File: config.mk
export PLATFORM = sky130hd
export DESIGN_NAME = chroma_phase_tracker
export DESIGN_NICKNAME = d
export VERILOG_FILES = /design/src/rtl/chroma_phase_pkg.sv /design/src/rtl/half_rate_gen.sv /design/src/rtl/sync_fall_qual.sv /design/src/rtl/phase_sequencer.sv /design/src/rtl/chroma_phase_tracker.sv
export SDC_FILE = /design/constraint.sdc
export NUM_CORES = 1
export LEC_CHECK = 0
export CAP_MARGIN = 5
export CELL_PAD_IN_SITES_DETAIL_PLACEMENT = 2
export CELL_PAD_IN_SITES_GLOBAL_PLACEMENT = 2
export CORE_ASPECT_RATIO = 0.5
export CORE_MARGIN = 8
export CORE_UTILIZATION = 30
export DETAILED_ROUTE_END_ITERATION = 16
export DONT_BUFFER_PORTS = 1
export HOLD_SLACK_MARGIN = 0.02
export PLACE_DENSITY = 0.66
export SLEW_MARGIN = 20
export SYNTH_ARGS = -nofsm -noshare
export SYNTH_HDL_FRONTEND = slang
export SYNTH_HIERARCHICAL = 1
export SYNTH_SLANG_ARGS = --single-unit
File: constraint.sdc
create_clock -name clk -period 1.2 [get_ports clk]
set_input_delay 0.12 -clock clk [delete_from_list [all_inputs] [get_ports clk]]
set_output_delay 0.12 -clock clk [all_outputs]
set_load 0.01 [all_outputs]
File: src/rtl/chroma_phase_pkg.sv
// Shared types for the chroma phase tracker.
// Assumes: one mode value per stream; the mode does not change while a stream runs.
package chroma_phase_pkg;
    typedef enum logic {
        MODE_DUAL_CHROMA = 1'b0,
        MODE_SINGLE_422  = 1'b1
    } stream_mode_t;

    typedef struct packed {
        logic cr;
        logic luma;
    } sample_tag_t;

    localparam int unsigned DEF_SAMPLE_W = 13;
    localparam int unsigned DEF_GROUP_LEN = 4;
endpackage

File: src/rtl/half_rate_gen.sv
// Half-rate enable generator.
// Reset holds the phase at 0. After release the enable is high after the
// first edge and toggles on every edge after that, so the half-rate rising
// edge sits on a known master edge.
module half_rate_gen (
    input  logic clk,
    input  logic rst_n,
    output logic half_en
);
    logic phase_q;

    // Toggle register: cleared by reset, inverted on every master edge.
    always_ff @(posedge clk) begin
        if (!rst_n) phase_q <= 1'b0;
        else        phase_q <= ~phase_q;
    end

    assign half_en = phase_q;
endmodule

File: src/rtl/sync_fall_qual.sv
// Sync edge qualifier.
// Latches sync on each master edge. A falling edge is sync high at the
// previous edge and low now. In single-channel mode the edge counts only
// when the half-rate enable is high in the cycle before the edge.
// Assumes: sync_in is already in the master clock domain.
module sync_fall_qual
    import chroma_phase_pkg::*;
(
    input  logic         clk,
    input  logic         rst_n,
    input  logic         sync_in,
    input  logic         half_en,
    input  stream_mode_t mode,
    output logic         fall_ok
);
    logic sync_prev;
    logic fall_raw;
    logic phase_gate;

    // Keep the level of sync from the previous edge; cleared by reset.
    always_ff @(posedge clk) begin
        if (!rst_n) sync_prev <= 1'b0;
        else        sync_prev <= sync_in;
    end

    // Falling edge, and the phase gate that single-channel mode needs.
    always_comb begin
        fall_raw   = sync_prev & ~sync_in;
        phase_gate = (mode == MODE_DUAL_CHROMA) | half_en;
        fall_ok    = fall_raw & phase_gate;
    end
endmodule

File: src/rtl/phase_sequencer.sv
// Sample phase sequencer.
// Counts the position of each sample in its group (2 in dual-chroma mode,
// GROUP_LEN in single-channel mode). A qualified sync edge restarts the
// count at the Cb position. It registers the selected sample and its tag,
// and flags a sync edge that arrives at a non-Cb position once a stream
// has started.
// Assumes: GROUP_LEN is a power of two and at least 4; Cr sits half a group after Cb.
module phase_sequencer
    import chroma_phase_pkg::*;
#(
    parameter int unsigned SAMPLE_W  = DEF_SAMPLE_W,
    parameter int unsigned GROUP_LEN = DEF_GROUP_LEN
) (
    input  logic                clk,
    input  logic                rst_n,
    input  stream_mode_t        mode,
    input  logic                fall_ok,
    input  logic [SAMPLE_W-1:0] chroma_in,
    input  logic [SAMPLE_W-1:0] luma_in,
    output logic                smp_valid,
    output logic [SAMPLE_W-1:0] smp_data,
    output sample_tag_t         smp_tag,
    output logic                phase_err
);
    localparam int unsigned POS_W = $clog2(GROUP_LEN);
    localparam logic [POS_W-1:0] POS_CB      = '0;
    localparam logic [POS_W-1:0] POS_LAST_1  = POS_W'(GROUP_LEN - 1);
    localparam logic [POS_W-1:0] POS_CR_1    = POS_W'(GROUP_LEN / 2);
    localparam logic [POS_W-1:0] POS_LAST_2  = POS_W'(1);

    logic              started;
    logic [POS_W-1:0]  pos_q;
    logic [POS_W-1:0]  cur_pos;
    logic [POS_W-1:0]  nxt_pos;
    logic [POS_W-1:0]  last_pos;
    sample_tag_t       cur_tag;
    logic [SAMPLE_W-1:0] bus_sel;
    logic              emit;

    // Position of the current sample: a sync edge restarts at Cb.
    always_comb begin
        cur_pos  = fall_ok ? POS_CB : pos_q;
        last_pos = (mode == MODE_SINGLE_422) ? POS_LAST_1 : POS_LAST_2;
        nxt_pos  = (cur_pos == last_pos) ? POS_CB : cur_pos + POS_W'(1);
        emit     = fall_ok | started;
    end

    // Tag decode of the current position for the active mode.
    always_comb begin
        if (mode == MODE_SINGLE_422) begin
            cur_tag.cr   = (cur_pos == POS_CR_1);
            cur_tag.luma = cur_pos[0];
        end else begin
            cur_tag.cr   = cur_pos[0];
            cur_tag.luma = 1'b0;
        end
        bus_sel = (mode == MODE_SINGLE_422) ? luma_in : chroma_in;
    end

    // Tracking state: start flag and position, both cleared by reset.
    always_ff @(posedge clk) begin
        if (!rst_n) begin
            started <= 1'b0;
            pos_q   <= POS_CB;
        end else if (emit) begin
            started <= 1'b1;
            pos_q   <= nxt_pos;
        end
    end

    // Output register: sample, tag, valid and the resync error pulse.
    always_ff @(posedge clk) begin
        if (!rst_n || !emit) begin
            smp_valid <= 1'b0;
            smp_data  <= '0;
            smp_tag   <= '0;
            phase_err <= 1'b0;
        end else begin
            smp_valid <= 1'b1;
            smp_data  <= bus_sel;
            smp_tag   <= cur_tag;
            phase_err <= fall_ok & started & (pos_q != POS_CB);
        end
    end
endmodule

File: src/rtl/chroma_phase_tracker.sv
// Interleaved chroma phase tracker (top).
// Joins the half-rate enable, the sync edge qualifier and the phase
// sequencer. Outputs are registered and appear one cycle after the edge
// that sampled the inputs.
// Assumes: mode_422 is static while a stream runs; rst_n is synchronous.
module chroma_phase_tracker
    import chroma_phase_pkg::*;
#(
    parameter int unsigned SAMPLE_W  = DEF_SAMPLE_W,
    parameter int unsigned GROUP_LEN = DEF_GROUP_LEN
) (
    input  logic                clk,
    input  logic                rst_n,
    input  logic                sync_in,
    input  logic                mode_422,
    input  logic [SAMPLE_W-1:0] chroma_in,
    input  logic [SAMPLE_W-1:0] luma_in,
    output logic                half_en,
    output logic                smp_valid,
    output logic [SAMPLE_W-1:0] smp_data,
    output logic                tag_cr,
    output logic                tag_luma,
    output logic                phase_err
);
    stream_mode_t mode;
    logic         fall_ok;
    sample_tag_t  tag;

    assign mode = stream_mode_t'(mode_422);

    half_rate_gen u_half (
        .clk     (clk),
        .rst_n   (rst_n),
        .half_en (half_en)
    );

    sync_fall_qual u_sync (
        .clk     (clk),
        .rst_n   (rst_n),
        .sync_in (sync_in),
        .half_en (half_en),
        .mode    (mode),
        .fall_ok (fall_ok)
    );

    phase_sequencer #(
        .SAMPLE_W  (SAMPLE_W),
        .GROUP_LEN (GROUP_LEN)
    ) u_seq (
        .clk       (clk),
        .rst_n     (rst_n),
        .mode      (mode),
        .fall_ok   (fall_ok),
        .chroma_in (chroma_in),
        .luma_in   (luma_in),
        .smp_valid (smp_valid),
        .smp_data  (smp_data),
        .smp_tag   (tag),
        .phase_err (phase_err)
    );

    assign tag_cr   = tag.cr;
    assign tag_luma = tag.luma;
endmodule

==> results summary <==
The row count came out at 13. The run finished with clean final reports. The fraction of post-synthesis cell area in the top cell type by area is 0.518. The clock sink count came out at 22. The tree is rooted in a clkbuf_8. The initial antenna violation count is 0. The overall power of the completed layout came out at 1.43 mW. The share of synthesized registers carrying an async set or reset is 0. The vias per cell is approximately 4.5.

After detailed routing, the number of remaining DRC violations is 0. The repair_antennas step left the layout with diodes totalling 0. The type of the tightest min-delay check is in2reg. The maximum vdd drop is just over 400 uV. After global routing the overflow that remains totals 0. The floorplan die height came out at around 54 um. The worst clock skew is 0.00294 ns. The number of buffers created by CTS came out at 3. The slowest stage of the critical path is the dfxtp_2 cell. TritonCTS built the clock tree. The initial core utilization is 0.322. STA classifies the critical path startpoint as a register. The routed layout has 575 vias. The synthesized flop and latch total is 22. Pin placement for this block handled 48 I/O pins. The synthesized design contains 0 enable-type register cells. For this run, global-route usage on met2 was measured as 0.196. Walking the worst path, the cells encountered are nor2b_4 -> nor3b_4 -> nand2b_1 -> nor2_1. The chip width came out at between 90 and 100 um. The final net count came out at 123. STA puts the critical path data required time at approximately 1.3 ns. met2 is the most crowded layer.

For the worst-skew pair, the clock arrives at the later sink with an insertion delay of ~0.25 ns. In this run the static leakage power is slightly below 0.5 nW. The depth of the CTS H-tree is 1.

The clock transition time at the flip-flop clock pins of the worst setup and hold paths came out at ~0.070 ns. Of the available clock period, the critical path in the final layout requires 0.981. The setup slack after placement came out at 0.0217 ns. The share of layout cells above drive strength 1 came out at 0.185.

The global-route wire length before repair is approximately 3400 um. Among all cell types in the netlist, the one instantiated most often is dfxtp_1. The clock passes through at most 2 buffers. Setup violations remaining at the end of the flow were counted as 0.

Input and output buffers added on the ports amount to 0. The floorplan die area is around 4900 um2. The all-layer global routing usage is 0.0915. The timing-limited maximum frequency came out at approximately 0.85 GHz.

In this run the tightest slew margin relative to its limit is 0.771. After synthesis, the most frequently instantiated cells are dfxtp_1, nor2_1, mux2i_1. The number of nets in the synthesized netlist is between 100 and 150. The start-to-end type of the worst setup path is reg2reg. The area of the mapped netlist is 850 um2. The final estimated routing congestion in global placement is ~0.72. For this block, the initial DRC count from the detailed router was 20. The hold violation total from the final report is 0. At the worst endpoint, the arrival time is 1.32 ns. Dividing total power by cell area gives a power density of about 1300 nW/um2.

The worst path in the final design needs a cycle of between 1 and 1.5 ns, including I/O delays and setup. The half-perimeter wire length after placement came out at 1570 um. Sorting the synthesized cells by area gives the leading types as dfxtp_1, mux2i_1, nor2_1, buf_6, nor2b_4. The remaining number of nets flagged by the antenna check after routing came out at 0.

STA classifies the critical path endpoint as a register. The met3 global-route usage is 0.0388. The smallest setup slack after layout came out at 0.0229 ns. The signed area change from the synthesized netlist to the final layout is 30.6%. The biggest area contributor in the post-synthesis netlist is dfxtp_1.

The maximum single-stage delay on the critical path came out at between 0.3 and 0.4 ns. The layout has roughly 280 filler cells. The largest net degree at the start of global routing came out at 19. The number of unique standard cell types used by synthesis came out at 21.

The fraction of the yosys area taken by sequential cells came out at 0.518. For this block, the routed nets add up to 2540 um of wire. The number of instances in the synthesized netlist is 72. The area of the core came out at around 2600 um2. Each instance of the synthesized netlist takes up on average around 12 um2.

The via count of the first global-routing pass is about 680. The most used flip-flop cell after synthesis is dfxtp_1. For the pin with the worst max-slew slack, the measured transition is about 0.34 ns. The first detailed-routing pass took 3 iterations. In the global route stage, met1 resource usage came out at 0.0801. The number of pins with negative max-slew slack in the final report is 0. The total number of yosys warnings came out at 6. Dividing the detail-routed wire length by the instance count gives slightly below 20 um. Of all nets on the critical path, the largest fanout is 4. The number of max-cap violations came out at 0.
[placed cells by master (no fill, tap or decap)]
| cell type | n |
|---|---|
| a211oi_2 | 1 |
| a21bo_2 | 1 |
| a21oi_2 | 1 |
| and2_1 | 1 |
| buf_12 | 1 |
| buf_4 | 2 |
| clkbuf_8 | 4 |
| dfxtp_1 | 21 |
| dfxtp_2 | 1 |
| dlygate4sd3_1 | 17 |
| inv_1 | 2 |
| inv_2 | 1 |
| mux2i_1 | 13 |
| nand2b_1 | 2 |
| nand3_1 | 1 |
| nand3b_1 | 1 |
| nand4b_2 | 1 |
| nor2_1 | 14 |
| nor2b_4 | 2 |
| nor3b_4 | 1 |
| o2111a_1 | 1 |
| o21a_1 | 1 |
| o21ai_4 | 1 |
| xor2_1 | 1 |
[state kept, by name, summed over array words and instances, names as in the netlist]
signal and cells:
u_seq/smp_tag 2, u_seq/started 1, u_seq/pos_q 2, u_half/half_en 1, u_seq/smp_valid 1, u_seq/smp_data 13
u_sync/sync_prev 1, u_seq/phase_err 1
[layout make-up]
class	count	area, um2	area share
flip-flops and latches	22	442	0.398
multi-input cells	43	350	0.316
repair buffers	20	205	0.185
clock buffers	4	55.1	0.0496
well taps	37	46.3	0.0417
inverters	3	11.3	0.0101
[routing by layer]
| metal | wire length (um) | vias to the layer above |
|---|---|---|
| li1 | - | 278 |
| met1 | 975 | 274 |
| met2 | 1420 | 21 |
| met3 | 119 | 2 |
| met4 | 19 | 0 |
| met5 | 0 | - |
[timing repair]
| item | CTS | global route |
|---|---|---|
| endpoints found under the hold margin | 11 | 2 |
| resized for setup | 0 | 2 |
| endpoints found under the setup margin | 0 | 19 |
| hold buffers | 17 | 1 |
| setup buffers | 0 | 2 |
[worst max-delay path: cells and delay by family (launching register included)]
family	cells	cell delay, ns
and+or+nand+nor	4	0.69
DFF	1	0.37
[through the flow]
| step | hold slack [ns] | area (um2) | util | instances | setup TNS, ns |
|---|---|---|---|---|---|
| after global routing | 0.0199 | 1110 | 0.421 | 129 | -0.299 |
| final | 0.0225 | 1110 | 0.421 | 129 | 0 |
| after detailed placement | 0.250 | 850 | 0.322 | 106 | 0 |
| after floorplan | 0.238 | 850 | - | 72 | 0 |
| after CTS | 0.0211 | 1070 | 0.408 | 127 | 0 |
| after global placement | 0.243 | 850 | 0.322 | 106 | 0 |
[logic make-up (layout without fill, tap and decap cells)]
| logic type | count (synthesis) | in the layout | synth area share |
|---|---|---|---|
| buffers and inverters | 7 | 27 | 0.0766 |
| AO/OA/AOI/OAI | 6 | 6 | 0.0781 |
| multiplexers | 13 | 13 | 0.153 |
| flip-flops | 22 | 22 | 0.518 |
| XOR/XNOR | 1 | 1 | 0.0103 |
| AND/OR/NAND/NOR | 23 | 23 | 0.163 |
[path summary, 6_finish.rpt]
kind	startpoint	endpoint	slack [ns]	cells after the start
worst min register to register	u_seq/pos_q[1]$_SDFFE_PN0P_	u_seq/smp_tag[1]$_SDFF_PP0_	0.57	2
worst min-delay path	chroma_in[7]	u_seq/smp_data[7]$_SDFF_PP0_	0.02	2
worst max register to register	u_half/half_en$_SDFF_PN0_	u_seq/smp_tag[0]$_SDFF_PP0_	0.02	4
worst max-delay path	u_half/half_en$_SDFF_PN0_	u_seq/smp_tag[0]$_SDFF_PP0_	0.02	4
[report_power, final]
part / switching (mW) / internal [mW] / total (mW)
Sequential: 0.0284 / 0.754 / 0.782
Combinational: 0.0492 / 0.0896 / 0.139
Clock: 0.214 / 0.292 / 0.506
No activity file was read; power rests on OpenSTA's default activity.
